$ cat src/rtl/mbw_pkg.sv
package mbw_pkg;
  typedef enum logic {
    DIV_1 = 1'b0,
    DIV_2 = 1'b1
  } ck_div_e;

  localparam int NSTB = 3;  // cs, adv, we
endpackage

$ cat src/rtl/mbw_seq.sv
module mbw_seq #(
  parameter int TW = 6
) (
  input  logic          clk_i,
  input  logic          rst_ni,
  input  logic          start_i,
  input  logic [TW-1:0] cycle_i,
  output logic          acc_o,
  output logic          act_o,
  output logic [TW-1:0] t_o,
  output logic          done_o,
  output logic          dir_o
);
  logic          act_q, hold_q;
  logic [TW-1:0] t_q;

  assign acc_o  = start_i && !act_q;
  assign done_o = act_q && (t_q == cycle_i);

  always_ff @(posedge clk_i or negedge rst_ni) begin
    if (!rst_ni) begin
      act_q  <= 1'b0;
      t_q    <= '0;
      hold_q <= 1'b0;
    end else begin
      hold_q <= done_o;
      if (acc_o) begin
        act_q <= 1'b1;
        t_q   <= '0;
      end else if (done_o) begin
        act_q <= 1'b0;
      end else if (act_q) begin
        t_q <= t_q + 1'b1;
      end
    end
  end

  assign act_o = act_q;
  assign t_o   = t_q;
  assign dir_o = act_q | hold_q;
endmodule

$ cat src/rtl/mbw_window.sv
module mbw_window #(
  parameter int TW = 6
) (
  input  logic          act_i,
  input  logic [TW-1:0] t_i,
  input  logic [TW-1:0] on_i,
  input  logic [TW-1:0] off_i,
  output logic          asrt_o
);
  assign asrt_o = act_i && (t_i >= on_i) && (t_i < off_i);
endmodule

$ cat src/rtl/mbw_beats.sv
module mbw_beats #(
  parameter int AW    = 26,
  parameter int DW    = 16,
  parameter int BEATS = 8,
  parameter int TW    = 6,
  localparam int BB   = DW / 8,
  localparam int BIW  = $clog2(BEATS)
) (
  input  logic                clk_i,
  input  logic                rst_ni,
  input  logic                acc_i,
  input  logic                act_i,
  input  logic [TW-1:0]       t_i,
  input  logic [TW-1:0]       dat_on_i,
  input  logic [TW-1:0]       page_i,
  input  logic                wait_i,
  input  logic [AW-1:0]       addr_i,
  input  logic [BEATS*DW-1:0] data_i,
  input  logic [BEATS*BB-1:0] be_i,
  output logic                ph_o,
  output logic [DW-1:0]       ad_o,
  output logic [BB-1:0]       be_n_o,
  output logic [AW-DW-1:0]    a_hi_o
);
  logic [BIW-1:0] b_q;
  logic [TW-1:0]  p_q;
  logic [TW:0]    p_nx;

  assign ph_o = act_i && (t_i >= dat_on_i);
  assign p_nx = {1'b0, p_q} + 1'b1;

  always_ff @(posedge clk_i or negedge rst_ni) begin
    if (!rst_ni) begin
      b_q <= '0;
      p_q <= '0;
    end else if (acc_i) begin
      b_q <= '0;
      p_q <= '0;
    end else if (ph_o && !wait_i) begin
      if (p_nx >= {1'b0, page_i}) begin
        p_q <= '0;
        if (b_q != BIW'(BEATS - 1)) b_q <= b_q + 1'b1;
      end else begin
        p_q <= p_nx[TW-1:0];
      end
    end
  end

  always_comb begin
    ad_o   = '0;
    be_n_o = '1;
    if (ph_o) begin
      ad_o   = data_i[int'(b_q)*DW +: DW];
      be_n_o = ~be_i[int'(b_q)*BB +: BB];
    end else if (act_i) begin
      ad_o = addr_i[DW-1:0];
    end
  end

  assign a_hi_o = act_i ? addr_i[AW-1:DW] : '0;
endmodule

$ cat src/rtl/mbw_mclk.sv
module mbw_mclk #(
  parameter int TW = 6
) (
  input  logic          clk_i,
  input  logic          rst_ni,
  input  logic          act_i,
  input  logic [TW-1:0] t_i,
  input  logic [TW-1:0] clk_act_i,
  input  logic          div_i,
  output logic          mclk_o
);
  import mbw_pkg::*;
  ck_div_e div;
  logic    run, ck_q, dc_q;

  assign div = ck_div_e'(div_i);
  assign run = act_i && (t_i >= clk_act_i);

  always_ff @(posedge clk_i or negedge rst_ni) begin
    if (!rst_ni) begin
      ck_q <= 1'b0;
      dc_q <= 1'b0;
    end else if (!run) begin
      ck_q <= 1'b0;
      dc_q <= 1'b0;
    end else if (div == DIV_1 || dc_q) begin
      ck_q <= ~ck_q;
      dc_q <= 1'b0;
    end else begin
      dc_q <= 1'b1;
    end
  end

  // gate so the clock parks low as soon as the access ends
  assign mclk_o = ck_q & run;
endmodule

$ cat src/rtl/mux_burst_wr_gen.sv
module mux_burst_wr_gen #(
  parameter int AW    = 26,
  parameter int DW    = 16,
  parameter int BEATS = 8,
  parameter int TW    = 6,
  localparam int BB   = DW / 8
) (
  input  logic                clk_i,
  input  logic                rst_ni,
  input  logic                start_i,
  input  logic                wait_i,
  input  logic [AW-1:0]       addr_i,
  input  logic [BEATS*DW-1:0] data_i,
  input  logic [BEATS*BB-1:0] be_i,
  input  logic [TW-1:0]       cs_on_i,
  input  logic [TW-1:0]       cs_off_i,
  input  logic [TW-1:0]       adv_on_i,
  input  logic [TW-1:0]       adv_off_i,
  input  logic [TW-1:0]       we_on_i,
  input  logic [TW-1:0]       we_off_i,
  input  logic [TW-1:0]       dat_on_i,
  input  logic [TW-1:0]       page_i,
  input  logic [TW-1:0]       clk_act_i,
  input  logic [TW-1:0]       cycle_i,
  input  logic                clk_div_i,
  output logic                mclk_o,
  output logic                cs_n_o,
  output logic                adv_n_o,
  output logic                we_n_o,
  output logic [BB-1:0]       be_n_o,
  output logic                dir_o,
  output logic [DW-1:0]       ad_o,
  output logic [AW-DW-1:0]    a_hi_o,
  output logic                done_o
);
  import mbw_pkg::*;

  logic                     acc, act, ph;
  logic [TW-1:0]            t_cnt;
  logic [NSTB-1:0][TW-1:0]  stb_on, stb_off;
  logic [NSTB-1:0]          stb;

  mbw_seq #(.TW(TW)) u_seq (
    .clk_i  (clk_i),
    .rst_ni (rst_ni),
    .start_i(start_i),
    .cycle_i(cycle_i),
    .acc_o  (acc),
    .act_o  (act),
    .t_o    (t_cnt),
    .done_o (done_o),
    .dir_o  (dir_o)
  );

  assign stb_on  = {we_on_i,  adv_on_i,  cs_on_i};
  assign stb_off = {we_off_i, adv_off_i, cs_off_i};

  for (genvar g = 0; g < NSTB; g++) begin : g_stb
    mbw_window #(.TW(TW)) u_win (
      .act_i (act),
      .t_i   (t_cnt),
      .on_i  (stb_on[g]),
      .off_i (stb_off[g]),
      .asrt_o(stb[g])
    );
  end

  assign cs_n_o  = ~stb[0];
  assign adv_n_o = ~stb[1];
  assign we_n_o  = ~stb[2];

  mbw_beats #(.AW(AW), .DW(DW), .BEATS(BEATS), .TW(TW)) u_beats (
    .clk_i   (clk_i),
    .rst_ni  (rst_ni),
    .acc_i   (acc),
    .act_i   (act),
    .t_i     (t_cnt),
    .dat_on_i(dat_on_i),
    .page_i  (page_i),
    .wait_i  (wait_i),
    .addr_i  (addr_i),
    .data_i  (data_i),
    .be_i    (be_i),
    .ph_o    (ph),
    .ad_o    (ad_o),
    .be_n_o  (be_n_o),
    .a_hi_o  (a_hi_o)
  );

  mbw_mclk #(.TW(TW)) u_mclk (
    .clk_i    (clk_i),
    .rst_ni   (rst_ni),
    .act_i    (act),
    .t_i      (t_cnt),
    .clk_act_i(clk_act_i),
    .div_i    (clk_div_i),
    .mclk_o   (mclk_o)
  );
endmodule

$ cat config.mk
export PLATFORM = sky130hd
export DESIGN_NAME = mux_burst_wr_gen
export DESIGN_NICKNAME = d
export VERILOG_FILES = /design/src/rtl/mbw_pkg.sv /design/src/rtl/mbw_seq.sv /design/src/rtl/mbw_window.sv /design/src/rtl/mbw_beats.sv /design/src/rtl/mbw_mclk.sv /design/src/rtl/mux_burst_wr_gen.sv
export SDC_FILE = /design/constraint.sdc
export NUM_CORES = 1
export LEC_CHECK = 0
export BUFFER_PORTS_ARGS = -buffer_cell sky130_fd_sc_hd__buf_2
export CORE_MARGIN = 3
export CORE_UTILIZATION = 39
export CTS_BUF_LIST = sky130_fd_sc_hd__clkbuf_16
export CTS_CLUSTER_SIZE = 30
export DETAILED_ROUTE_END_ITERATION = 8
export GPL_TIMING_DRIVEN = 0
export PLACE_DENSITY = 0.83
export SLEW_MARGIN = 30
export SYNTH_ARGS = -nofsm -noshare
export SYNTH_HDL_FRONTEND = slang
export SYNTH_HIERARCHICAL = 1
export SYNTH_SLANG_ARGS = --single-unit
$ cat constraint.sdc
create_clock -name clk_i -period 3.3 [get_ports clk_i]
set_input_delay 0.99 -clock clk_i [delete_from_list [all_inputs] [get_ports clk_i]]
set_output_delay 0.99 -clock clk_i [all_outputs]
set_load 0.01 [all_outputs]
==> results of run 1 <==
## worst paths after layout
kind                         startpoint             end  slack [ns]
min in group asynchronous        rst_ni     u_mclk/ck_q        0.68
max                         dat_on_i[3]        ad_o[14]       -0.11
max in group asynchronous        rst_ni    u_seq/t_o[3]        2.28
min reg2reg                 u_mclk/dc_q     u_mclk/dc_q        0.57
max reg2reg                u_seq/t_o[2]  u_beats/b_q[0]        0.18
min                         u_mclk/dc_q     u_mclk/dc_q        0.57
## sequential cells by signal, summed over array words and instances (netlist names)
signal / cells
u_seq/t_o: 6
u_seq/hold_q: 1
u_beats/p_q: 6
u_mclk/dc_q: 1
u_beats/b_q: 3
u_mclk/ck_q: 1
u_seq/act_o: 1
## logic make-up after synthesis
group                      count (synthesis)  synth area share
xor gates and xnor gates                  11            0.0251
and+or+nand+nor                          105             0.158
DFF                                       19             0.124
buffers and inverters                     78            0.0862
muxes                                     59             0.274
AOI/OAI and AO/OA                         78             0.153
adders and majority gates                 55             0.180
## per-stage QoR
| stage | cell area, µm² | setup WS (ns) |
|---|---|---|
| 2_1_floorplan | 3830 | 0.0133 |
| 3_3_place_gp | 5340 | -0.484 |
| 3_5_place_dp | 5340 | -0.480 |
| 4_1_cts | 5720 | -0.0926 |
| 5_1_grt | 5810 | -0.161 |
| 6_report | 5810 | -0.107 |
## metal layers
layer / global-route usage / share of wire
met2: 0.480 / 0.53
met4: 0.0572 / 0.023
met5: 0 / 0
met1: 0.306 / 0.37
met3: 0.0630 / 0.078
## cell type report
class | instances | share of cell area
inverters | 59 | 0.0386
multi-input cells | 308 | 0.549
well taps | 129 | 0.0278
clock inverters | 1 | 0.000647
repair buffers | 284 | 0.263
clock buffers | 3 | 0.0129
plain buffers | 19 | 0.0254
diodes | 1 | 0.000431
flip-flops and latches | 19 | 0.0823
## layout by cell type (no fill, tap or decap), drive strengths merged, types with 6 or more instances in the layout
cell type  Yosys  layout
a21oi         19      19
and2          15      15
buf           12     298
clkbuf         7       8
dfrtp         19      19
ha            55      55
inv           59      60
mux2i         20      20
mux4          36      36
nand2         33      33
nand2b        13      13
nand3          6       6
nand4          8       8
nor2           8       8
nor2b          9       9
o211a         16      16
o21ai         14      14
xnor2          7       7
## power groups by stage
stage	combinational [µW]	sequential (µW)	clock, µW
after detailed placement	2940	562	0
after global routing	3760	598	266
after CTS	3300	575	253
after floorplan	2140	474	0
final	3440	578	247
after global placement	2820	555	0
## worst min-delay path, cell delays in order, from the launching register on
cell and delay, ns:
dfrtp_1 0.32, nor2b_1 0.06, and2_1 0.15
## timing repair
action                                 in CTS  in global routing
resized for setup                          40                 18
endpoints found under the hold margin       0                  0
pin swaps                                  10                  5
setup buffers                              11                  4
cloned                                      2                  0
setup endpoints to repair                  18                 21
hold buffers                                0                  0
==> results.yml, run 1 <==
critical_path:
  cp_num_cells: 9
  cp_num_buf_inv: 4
  cpMostUsedCell: "buf_6"
  crit_path_end_kind: "output pin"
  path_delay_family: "buffers and inverters"
  cpMaxStageDelayCell: "o221ai_4"
  crit_chain: "buf_6 > inv_4 > ha_4 > nand4_1 > o221ai_4 > clkbuf_8 > nand2_1 > o211a_1 > buf_6"
  slowest_delay_ns: 0.30
  critical_path_required_ns: 2.31
  ff2ff_path_depth: 12
  critPathMaxFanout: 10
  cp-start-kind: "input port"
  critical_path_class: "in2out"
  crit_arrival_ns: 2.42
grt:
  grt_max_degree: 20
  overflow: 0
  grt_pass1_vias: 4600
  grt_pass1_wl_um: 23000
  antenna_found_initial: 1
  grt.total_usage: 0.261
logic_synthesis:
  ys_seq_area_frac: 0.124
  ys_ff_latch: 19
  synthTopCellsByArea: "mux4_2, ha_1, dfrtp_1, inv_1, mux2i_1"
  synth_edf_count: 0
  synth_area_um2: 3830
  yosys_most_used_dff: "dfrtp_1"
  avgSynthCellArea_um2: 9.46
  synth_top_cell_area_share: 0.212
  yosysWarnings: 6
  synthTopCellsByCount: "inv_1, ha_1, mux4_2"
  synth_cell_types: 51
  synthArstFlopShare: 1.00
  synthesis.nets: 695
  post-synth-top-area-cell: "mux4_2"
  syn_inst: 405
  yosysMostFrequentCell: "inv_1"
power_and_ir_drop:
  worst_ir_drop_vdd_mv: 0.494
  p_clk_frac: 0.058
  p_seq_frac: 0.136
  switching_share: 0.459
  p_int_uw: 2300
  cellPowerDensity_nw_per_um2: 734
  p_switching_uw: 1960
  power_uw: 4260
  comb_power_share: 0.806
  leakagePower_uw: 0.00306
drt:
  antenna_left: 0
  firstDrtPassIters: 4
  drt_iter0_drc: 183
  drc: 0
  vias: 4311
  routed_wirelength_um: 15100
  via_per_inst: 5.24
  routedWlPerCell_um: 18.3
run:
  drv_cap: 0
floorplanning:
  die_y_um: 105
  die_area_um2: 11000
  coreArea_um2: 9370
  pin_count: 269
  fp.dieW_um: 105
  floorplan.initialDensity: 0.409
  num_rows: 35
timing:
  setup_ws_ns: -0.107
  fmax_ghz: 0.294
  skew_ns: 0.00446
  slew_viol_final: 0
  fin_crit_sh: 1.03
  hold_violations: 0
  tightest_slew_ns: 0.635
  setup_violations: 18
  rsz0062_at_grt: "yes"
  setup_tns_ns: -1.57
  whs_ns: 0.571
  max_slew_margin: 0.577
  post-route-min-period_ns: 3.41
clock_tree:
  path_clk_slew_ns: 0.05
  cts_buffer_depth: 2
  cts-root-buf: "clkbuf_16"
  cts_tree: "built"
  htree_levels: 1
  cts_sinks: 19
  clk_latency_ns: 0.25
  numCtsBuffers: 3
placement:
  io_buffers: 268
  place_inst: 802
  dp_hpwl_um: 12500
  routabilityCongestion: 0.949
status:
  violations: "setup timing"
  status: "finished with violations"
layout:
  fin_cells: 823
  seq_area_um2: 478
  fin_util: 0.619
  syn2layout_area_growth_pct: 51.5
  drive_above_1_share: 0.550
  multi_input_area_um2: 3190
  nFillCells: 836
  finalNetCount: 984
min_path:
  holdCritPathClass: "reg2reg"
  holdPathStages: 2
Note: power is estimated with default switching activity, not from simulation.
==> run 2: changes to the inputs <==
--- a/config.mk
+++ b/config.mk
@@ -6,15 +6,15 @@
 export NUM_CORES = 1
 export LEC_CHECK = 0
 export BUFFER_PORTS_ARGS = -buffer_cell sky130_fd_sc_hd__buf_2
-export CORE_MARGIN = 3
-export CORE_UTILIZATION = 39
+export CORE_AREA = 3 3 105 107
 export CTS_BUF_LIST = sky130_fd_sc_hd__clkbuf_16
 export CTS_CLUSTER_SIZE = 30
 export DETAILED_ROUTE_END_ITERATION = 8
+export DIE_AREA = 0 0 108 110
 export GPL_TIMING_DRIVEN = 0
-export PLACE_DENSITY = 0.83
+export PLACE_DENSITY = 0.77
+export SKIP_CTS_REPAIR_TIMING = 1
 export SLEW_MARGIN = 30
 export SYNTH_ARGS = -nofsm -noshare
 export SYNTH_HDL_FRONTEND = slang
-export SYNTH_HIERARCHICAL = 1
 export SYNTH_SLANG_ARGS = --single-unit
==> run 2 against run 1 <==
Compared with the run above: the run still ends with setup timing left; wire length decreased by 1.6%; highest routed layer is now met5; worst setup slack got worse by 0.15 ns; count of clock-buffer cells in the layout unchanged; sequential power decreased by 16%; sequential share of layout area increased by 0.25 points; synthesized area decreased by 6.4%; clock power about the same; sequential cell count unchanged.
==> results.yml, run 2 <==
logic_synthesis:
  synth_mux_area_frac: 0.283
  ys_ff_latch: 19
  syn_inst: 366
  synthXorXnorAreaFrac: 0.0318
  yosysWarnings: 0
  synth_top_family_by_area: "multiplexers"
  synth_simple_gate_area_share: 0.115
  avgSynthCellArea_um2: 9.80
  synthArstFlopShare: 1.00
  yosys_most_used_dff: "dfrtp_1"
  yosysMostFrequentCell: "ha_1"
  ys_seq_area_frac: 0.133
  synth_compound_area_frac: 0.167
  synthesis.nets: 656
  synth_cell_types: 49
  post-synth-top-area-cell: "mux4_2"
  synth_edf_count: 0
  synthTopCellsByCount: "ha_1, inv_1, mux4_2"
  synth_area_um2: 3590
  synthAdderAreaFrac: 0.192
  synth_top_cell_area_share: 0.226
  synthTopCellsByArea: "mux4_2, ha_1, dfrtp_1, inv_1, mux2i_1"
power_and_ir_drop:
  p_switching_uw: 1370
  p_seq_frac: 0.161
  cellPowerDensity_nw_per_um2: 539
  p_int_uw: 1650
  comb_power_share: 0.757
  power_uw: 3020
  p_clk_frac: 0.082
  leakagePower_uw: 0.00282
  worst_ir_drop_vdd_mv: 0.296
  switching_share: 0.453
critical_path:
  slowest_delay_ns: 0.28
  crit_chain: "buf_6 > inv_4 > ha_4 > a211o_1 > a21oi_4 > o21ai_4 > buf_8 > a211oi_1 > buf_2"
  critPathMaxFanout: 10
  critical_path_class: "in2out"
  crit_path_end_kind: "output pin"
  cpMaxStageDelayCell: "a211o_1"
  cp-start-kind: "input port"
  crit_arrival_ns: 2.56
  critical_path_required_ns: 2.31
drt:
  antenna_left: 0
  firstDrtPassIters: 4
  routedWlPerCell_um: 18.9
  via_per_inst: 5.25
  drc: 0
  routed_wirelength_um: 14800
  drt_iter0_drc: 294
  vias: 4124
clock_tree:
  numCtsBuffers: 3
  path_clk_slew_ns: 0.05
  cts_sinks: 19
  cts-root-buf: "clkbuf_16"
  clk_latency_ns: 0.25
  htree_levels: 1
  cts_buffer_depth: 2
  cts_tree: "built"
timing:
  setup_ws_ns: -0.253
  post-route-min-period_ns: 3.55
  tightest_slew_ns: 0.820
  fmax_ghz: 0.281
  skew_ns: 0.00201
  fin_crit_sh: 1.08
  hold_violations: 0
  setup_violations: 21
  setup_tns_ns: -3.55
  rsz0062_at_grt: "yes"
  max_slew_margin: 0.453
  slew_viol_final: 0
layout:
  finalNetCount: 939
  final_area_um2: 5610
  syn2layout_area_growth_pct: 56.4
  nFillCells: 914
  drive_above_1_share: 0.593
  final_common_cell: "buf_2"
  final_cell_mix: "buf_2, ha_1, inv_1, mux4_2, dfrtp_1"
grt:
  grt_pass1_vias: 4035
  grt.total_usage: 0.215
  overflow: 0
  antenna_found_initial: 1
  grt_max_degree: 20
  grt_pass1_wl_um: 20100
placement:
  dp_hpwl_um: 12200
  placed_area_um2: 5100
  io_buffers: 268
  routabilityCongestion: 0.810
floorplanning:
  fp.dieW_um: 108
  pin_count: 269
  coreArea_um2: 10200
  num_rows: 37
  die_y_um: 110
  die_area_um2: 11900
  floorplan.initialDensity: 0.350
min_path:
  holdCritPathClass: "reg2reg"
run:
  drv_cap: 0
status:
  violations: "setup timing"
  status: "finished with violations"
[run 2: cell types whose count changed after synthesis, sizes merged, moves of 5 or more]
cell / delta
nand2: -22
nand2b: -7
inv: -10
a21oi: -5
a211oi: +16
a22o: +7
o211a: -16
nand4: -6
nor2: +15
[run 2: worst max-delay path: cells and delay by family]
family                   cells  cell delay, ns
AO/OA/AOI/OAI                4            0.88
adder cells (fa/ha/maj)      1            0.18
buffers and inverters        4            0.50
[run 2: stage by stage]
stage | std cells | utilization | hold slack [ns] | setup slack [ns]
6_report | 785 | 0.548 | 0.563 | -0.253
5_1_grt | 784 | 0.548 | 0.587 | -0.308
4_1_cts | 774 | 0.506 | 0.564 | -0.489
3_5_place_dp | 770 | 0.498 | 0.541 | -0.476
3_3_place_gp | 770 | 0.498 | 0.538 | -0.422
2_1_floorplan | 366 | - | 0.514 | -0.0830
[run 2: cell families (layout without fill, tap and decap cells)]
logic type / after synthesis / count (layout)
muxes: 56 / 56
DFF: 19 / 19
xor gates and xnor gates: 13 / 13
adders and majority gates: 55 / 55
and+or+nand+nor: 79 / 79
other: 0 / 1
buffers and inverters: 65 / 346
AOI/OAI and AO/OA: 79 / 80
[run 2: power groups by stage]
stage / Combinational, µW / Sequential (µW) / Clock [µW]
4_1_cts: 1910 / 478 / 253
2_1_floorplan: 1340 / 414 / 0
6_report: 2290 / 486 / 248
5_1_grt: 2520 / 507 / 265
3_3_place_gp: 1820 / 473 / 0
3_5_place_dp: 1900 / 481 / 0
[run 2: worst paths after layout]
path | from | to | slack [ns] | cells past startpoint
min in group asynchronous | rst_ni | u_beats.p_q[0] | 0.68 | 1
min | u_beats.p_q[5] | u_beats.p_q[5] | 0.56 | 1
min reg2reg | u_beats.p_q[5] | u_beats.p_q[5] | 0.56 | 1
max reg2reg | u_seq.t_o[3] | u_beats.p_q[0] | 0.74 | 8
max in group asynchronous | rst_ni | u_beats.b_q[0] | 2.32 | 1
max | dat_on_i[3] | ad_o[6] | -0.25 | 9
[run 2: area by class of cell]
type / instances / area, µm² / area share
inverter: 49 / 186 / 0.0333
sequential: 19 / 475 / 0.0848
clock inverter: 1 / 5.00 / 0.000893
antenna: 1 / 2.50 / 0.000446
timing repair buffer: 277 / 1490 / 0.266
buffer: 16 / 124 / 0.0221
multi-input combinational: 283 / 3070 / 0.548
tap: 136 / 170 / 0.0304
clock buffer: 3 / 75.1 / 0.0134
[run 2: routing by layer]
metal / share of wire / up-vias / GRT usage
met3: 0.095 / 14 / 0.0402
met2: 0.50 / 216 / 0.378
met1: 0.39 / 1960 / 0.288
met5: 0.00074 / - / 0
met4: 0.0095 / 2 / 0.0180
li1: - / 1932 / -
